### config.mk
export PLATFORM = sky130hd
export DESIGN_NAME = sysreg_bank
export DESIGN_NICKNAME = d
export VERILOG_FILES = /design/src/rtl/sysreg_bank.sv
export SDC_FILE = /design/constraint.sdc
export NUM_CORES = 1
export LEC_CHECK = 0
export BUFFER_PORTS_ARGS = -buffer_cell sky130_fd_sc_hd__buf_4
export CORE_AREA = 8 8 94 96
export DETAILED_ROUTE_END_ITERATION = 10
export DIE_AREA = 0 0 102 104
export PLACE_DENSITY = 0.83
export SKIP_CTS_REPAIR_TIMING = 1
export SLEW_MARGIN = 15
export SYNTH_ARGS = -nofsm -noshare
export SYNTH_HDL_FRONTEND = slang
export SYNTH_SLANG_ARGS = --single-unit
### constraint.sdc
create_clock -name clk -period 2.2 [get_ports clk]
set_clock_uncertainty 0.1 [all_clocks]
set_input_delay 0.22 -clock clk [delete_from_list [all_inputs] [get_ports clk]]
set_output_delay 0.22 -clock clk [all_outputs]
set_load 0.01 [all_outputs]
### src/rtl/sysreg_bank.sv
module sysreg_bank #(
  parameter int          MEM_BYTES = 262144,
  parameter logic [15:0] SYS_ID    = 16'h1234,
  parameter logic [15:0] STK_MASK  = 16'hFF00,
  parameter int          ERR_W     = 8
) (
  input  logic             clk,
  input  logic             rst_n,
  input  logic             bus_rd,
  input  logic             bus_wr,
  input  logic             bus_byte,
  input  logic [4:0]       bus_addr,
  input  logic [15:0]      bus_wdata,
  input  logic [ERR_W-1:0] cpu_err_set,
  input  logic [15:0]      mem_err_set,
  output logic [15:0]      bus_rdata,
  output logic             bus_nxm,
  output logic [15:0]      pirq_q,
  output logic [15:0]      stklim_q
);
  localparam logic [15:0] SIZE_WORD = 16'(MEM_BYTES / 64 - 1);
  localparam logic [15:0] RD_MAP    = 16'h7F3F;
  localparam logic [15:0] WR_MAP    = 16'h783C;

  logic [3:0]       slot;
  logic             odd;
  logic             wr_ok;
  logic [15:0]      lane_data;
  logic [15:0]      memerr_q, ccr_q, mbrk_q;
  logic [ERR_W-1:0] cpuerr_q;

  assign slot  = bus_addr[4:1];
  assign odd   = bus_addr[0];
  assign wr_ok = bus_wr && WR_MAP[slot];

  assign bus_nxm = (bus_rd && !RD_MAP[slot]) || (bus_wr && !WR_MAP[slot]);

  assign lane_data = !bus_byte ? bus_wdata :
                     odd       ? {bus_wdata[7:0], 8'h00} :
                                 {8'h00, bus_wdata[7:0]};

  always_ff @(posedge clk) begin
    if (!rst_n) begin
      memerr_q <= '0;
      cpuerr_q <= '0;
      ccr_q    <= '0;
      mbrk_q   <= '0;
      pirq_q   <= '0;
      stklim_q <= '0;
    end else begin
      memerr_q <= (memerr_q & ~((wr_ok && slot == 4'd2) ? lane_data : 16'h0)) | mem_err_set;
      cpuerr_q <= ((wr_ok && slot == 4'd11) ? '0 : cpuerr_q) | cpu_err_set;
      if (wr_ok) begin
        case (slot)
          4'd3: begin
            if (!bus_byte)  ccr_q       <= bus_wdata;
            else if (odd)   ccr_q[15:8] <= bus_wdata[7:0];
            else            ccr_q[7:0]  <= bus_wdata[7:0];
          end
          4'd12:   mbrk_q   <= bus_wdata;
          4'd13:   pirq_q   <= lane_data;
          4'd14:   stklim_q <= lane_data & STK_MASK;
          default: ;
        endcase
      end
    end
  end

  always_comb begin
    bus_rdata = '0;
    if (bus_rd) begin
      case (slot)
        4'd2:    bus_rdata = memerr_q;
        4'd3:    bus_rdata = ccr_q;
        4'd8:    bus_rdata = SIZE_WORD;
        4'd10:   bus_rdata = SYS_ID;
        4'd11:   bus_rdata = 16'(cpuerr_q);
        4'd12:   bus_rdata = mbrk_q;
        4'd13:   bus_rdata = pirq_q;
        4'd14:   bus_rdata = stklim_q;
        default: bus_rdata = '0;
      endcase
    end
  end
endmodule


Yosys cells after proc, flatten, opt, wreduce, memory -nomap -nowiden
Memories as Yosys holds them, arrays and structs flattened.
Index checks and enable logic that the tools add are counted.
{"block": "word_totals", "ff_bits": 80, "mem_count": 2, "input_bits": 50, "romBits": 32, "latchBits": 0, "word_cells": 48, "out_inout_bits": 49, "mem_bits_rw": 0}
{"block": "classes", "bitwise": 4, "n_eq_ne": 10, "magnitude_cmp": 1, "shifts": 0, "reduce_logical": 13, "n_addsub": 0, "mul": 0, "n_mux": 11, "n_div": 0}
{"memory": "(name not given)", "words": 16, "word_bits": 1, "rd": 1, "rd_clocked_by_memory_dff": 0, "wr": 0, "line": "36", "source": "assign bus_nxm = (bus_rd && !RD_MAP[slot]) || (bus_wr && !WR_MAP[slot]);"}
{"memory": "(name not given)", "words": 16, "word_bits": 1, "rd": 1, "rd_clocked_by_memory_dff": 0, "wr": 0, "line": "36"}
{"op": "16-bit one-hot mux with 8 select lines", "n": 1}
{"op": "16-bit two-way mux", "n": 5}
{"op": "4-bit == test, second input constant", "n": 6}
{"op": "8-bit two-way mux", "n": 3}
{"op": "16-bit AND", "n": 1}
{"op": "16-bit inverter", "n": 1}
{"op": "16-bit bitwise OR", "n": 1}
{"op": "4-bit by 2-bit == test with 1-bit output, second input constant", "n": 2}
{"op": "8-bit bitwise OR", "n": 1}
{"op": "2-bit AND reduction", "n": 3}
{"op": "3-bit AND reduction", "n": 2}
{"op": "1-bit logical AND", "n": 5}
{"op": "4-bit by 5-bit less-than comparator with 1-bit output, second input constant", "n": 1}
{"op": "1-bit zero test", "n": 2}
{"op": "1-bit two-way mux", "n": 2}
{"op": "2-bit by 1-bit != test with 1-bit output, second input constant", "n": 1}
{"op": "2-bit != test, second input constant", "n": 1}
{"op": "1-bit logical OR", "n": 1}

Longest topological paths before layout
{"block": "depth", "ltp_word": 8, "ltp_mapped": 8, "mapped_depth_nobuf": 5}

Worst setup path after synthesis
OpenSTA, ideal clock, no wires.
{"block": "synth_path", "kind": "input to register", "startpoint": "input bus_addr[2]", "endpoint": "register ccr_q[13]", "cell_stages": 6, "arrival_time_ps": 1364, "t_required_ps": 1984, "n_path_buf": 1, "setup_time_ps": 116, "slack_ps": 620, "path_cell_list": "ha_1 and4bb_4 nor3b_4 buf_6 nand3b_1 o211a_1"}
{"block": "synth_via", "elab_chain_len": 4, "word_cells_on_any_way": 5, "classes_between": "eq/ne: 1; mux: 1; reduce/logical: 2; memory: 1"}
{"item": "start: declaration", "line": "12", "source": "input logic [4:0] bus_addr,"}
{"item": "memory read 16 x 1 bit"}
{"item": "1-bit two-way mux"}
{"item": "1-bit logical AND", "line": "34", "source": "assign wr_ok = bus_wr && WR_MAP[slot];"}
{"item": "3-bit AND reduction (no source line) *"}
{"item": "end signal: assignment", "line": "56", "source": "if (!bus_byte) ccr_q <= bus_wdata;"}
{"item": "end signal: assignment", "line": "57", "source": "else if (odd) ccr_q[15:8] <= bus_wdata[7:0];"}
{"item": "end: declaration", "line": "29", "source": "logic [15:0] memerr_q, ccr_q, mbrk_q;"}
Every way passes the cells marked *; elsewhere a longest branch is shown, timed or not. The select of a mux whose other input is x is not followed.
A chain may end at the register's enable or synchronous reset.

Worst setup path in the final report
{"block": "layout_path", "startpoint": "input bus_addr[2]", "endpoint": "output bus_rdata[2]"}
{"block": "layout_via", "elab_chain_len": 3, "word_cells_on_any_way": 10, "classes_between": "eq/ne: 8; mux: 2"}
{"item": "4-bit == test or 4-bit by 2-bit == test with 1-bit output (tied branches)", "line": "72", "source": "case (slot)"}
{"item": "16-bit one-hot mux with 8 select lines *", "line": "72"}
{"item": "16-bit two-way mux *", "line": "71", "source": "if (bus_rd) begin"}
{"item": "end: declaration", "line": "16", "source": "output logic [15:0] bus_rdata,"}
Every way passes the cells marked *; elsewhere a longest branch is shown, timed or not.

==> impl_metrics.env <==
export IMPL_top_layer="met4"
export IMPL_synth_edf_count=0
export IMPL_routed_wl_mm=12.9
export IMPL_grt_overflow=0
export IMPL_ys_types=49
export IMPL_insertion_delay_ns=0.36
export IMPL_via_count=4040
export IMPL_drc=0
export IMPL_max_slew_margin=0.520
export IMPL_synth_cells=485
export IMPL_hold_class="in2reg"
export IMPL_ys_top_cells_by_area="dfxtp_1 38%, nand2_1 6.5%, o211a_1 5.5%"
export IMPL_path_class="in2out"
export IMPL_via_per_inst=5.86
export IMPL_yosysTopAreaCell="dfxtp_1"
export IMPL_cts_tree="built"
export IMPL_portBuffers=90
export IMPL_dp_cells=660
export IMPL_min_period_ns=1.94
export IMPL_cp_required_ns=1.88
export IMPL_pin_count=99
export IMPL_critPathMaxFanout=24
export IMPL_yosys_warnings=0
export IMPL_die_width_um=102
export IMPL_max_freq_ghz=0.516
export IMPL_ys_ff_latch=80
export IMPL_grt_pass1_wl_mm=19.9
export IMPL_htree_levels=3
export IMPL_grtUsageTotal=0.236
export IMPL_arrival_ns=1.62
export IMPL_syn_avg_cell_area_um2=8.61
export IMPL_yosysSeqAreaShare=0.383
export IMPL_place_hpwl_mm=9.06
export IMPL_report_final_slew_viol_count=0
export IMPL_die_h_um=104
export IMPL_row_count=32
export IMPL_die_area_um2=10600
export IMPL_cts_buffer_depth=2
export IMPL_clockRootBuffer="clkbuf_8"
export IMPL_violations="hold timing"
export IMPL_fin_nets=635
export IMPL_dr_wl_met3_mm=1.01
export IMPL_power_leakage_nw=2.44
export IMPL_finalSetupViolCount=0
export IMPL_final_cell_count_no_fill=690
export IMPL_clk_pin_slew_ns=0.08
export IMPL_wl_met1_mm=5.39
export IMPL_drive_gt1_frac=0.241
export IMPL_num_antenna_cells=0
export IMPL_wire_per_inst_um=18.8
export IMPL_synthFlopType="dfxtp_1"
export IMPL_synth_top_cell_area_share=0.383
export IMPL_antenna_found_initial=0
export IMPL_finalWeightedCongestion=0.873
export IMPL_synthToLayoutAreaGrowth_pct=25.9
export IMPL_tightest_slew_ns=0.720
export IMPL_synthArstFlopShare=0
export IMPL_p_per_area_nw_per_um2=583
export IMPL_dr_wl_met2_mm=6.32
export IMPL_start_kind="input port"
export IMPL_endpoint_kind="output pin"
export IMPL_max_vdd_ir_drop_mv=0.406
export IMPL_rsz0062_at_grt="no"
export IMPL_synth_area_um2=4180
export IMPL_grt_max_degree=81
export IMPL_antenna_left=0
export IMPL_first_global_vias=3930
export IMPL_cts_made_buffers=9
export IMPL_layout_common_cells="109 x buf_4, 80 x dfxtp_1, 72 x nand2_1"
export IMPL_drtIter0Drc=322
export IMPL_cts_sinks=80
export IMPL_layout_commonest_cell="buf_4"
export IMPL_start_util=0.561
export IMPL_setup_tns_ns=0
export IMPL_period_share=0.881
export IMPL_fp_coreArea_um2=7450
export IMPL_status="finished, violations left"
export IMPL_whs_ns=-0.00312
export IMPL_hold_viol=2
export IMPL_maxCapViolations=0
export IMPL_first_pass_iters=5
[synth_stat cells, types with 13 or more instances]
| library cell | instances |
|---|---|
| nor2_1 | 23 |
| o21ai_0 | 15 |
| nand2_1 | 72 |
| buf_2 | 16 |
| nor2b_1 | 29 |
| o21a_1 | 17 |
| nand3_1 | 13 |
| a21oi_1 | 31 |
| o211a_1 | 23 |
| mux2i_1 | 20 |
| dfxtp_1 | 80 |
| a21boi_0 | 23 |
[stage by stage]
step                      cell area [µm²]  power (W)  worst slack, ns   util
final                                5260    0.00307            0.261  0.706
after global routing                 5260    0.00317            0.190  0.706
after CTS                            5110    0.00304            0.254  0.686
after detailed placement             4910    0.00198            0.232  0.660
after global placement               4910    0.00197            0.289  0.660
after floorplan                      4200    0.00181            0.620      -
[power by group]
group / switching (W) / total, W / internal, W
clock: 0.000544 / 0.00109 / 0.000546
sequential: 0.0000289 / 0.00152 / 0.00149
combinational: 0.000243 / 0.000453 / 0.000210
total: 0.000816 / 0.00307 / 0.00225
[routing by layer]
layer / global-route usage / up-vias
met2: 0.378 / 182
met5: 0 / -
met3: 0.0609 / 22
met4: 0.0871 / 0
met1: 0.293 / 1928
li1: - / 1908
[cell type report]
type,count,area (µm²)
Clock buffer,10,138
Tap cell,102,128
Timing Repair Buffer,125,988
Fill cell,615,2190
Clock inverter,5,57.6
Inverter,12,45.0
Multi-Input combinational cell,356,2300
Sequential cell,80,1600
[critical path, cell delays in order]
cell      delay, ns
buf_4          0.20
buf_4          0.18
nor2b_1        0.23
o21a_1         0.16
o21ai_2        0.06
buf_4          0.18
a211oi_1       0.22
buf_4          0.17
[path summary, 6_finish.rpt]
| check | from | end | slack [ns] | depth (start not counted) |
|---|---|---|---|---|
| worst max register to register | pirq_q[0] | pirq_q[0] | 1.38 | 2 |
| worst min register to register | mbrk_q[11] | mbrk_q[11] | 0.36 | 2 |
| worst max-delay path | bus_addr[2] | bus_rdata[2] | 0.26 | 8 |
| worst min-delay path | cpu_err_set[7] | cpuerr_q[7] | -0.003 | 3 |
[cells by family (layout without fill, tap and decap cells)]
logic type / after synthesis / in the layout / synth area share
flops: 80 / 80 / 0.383
other cells: 1 / 8 / 0.000898
mux: 26 / 26 / 0.0641
buf+inv: 56 / 152 / 0.0722
compound gates: 152 / 152 / 0.264
simple gates: 168 / 168 / 0.210
fa+ha+maj: 1 / 1 / 0.00300
xor+xnor: 1 / 1 / 0.00210
[registers in the layout, indices dropped and copies added, names as in the netlist]
| register | flops |
|---|---|
| memerr_q | 16 |
| cpuerr_q | 8 |
| ccr_q | 16 |
| mbrk_q | 16 |
| pirq_q | 16 |
| stklim_q | 8 |
No activity file was read; power rests on OpenSTA's default activity.
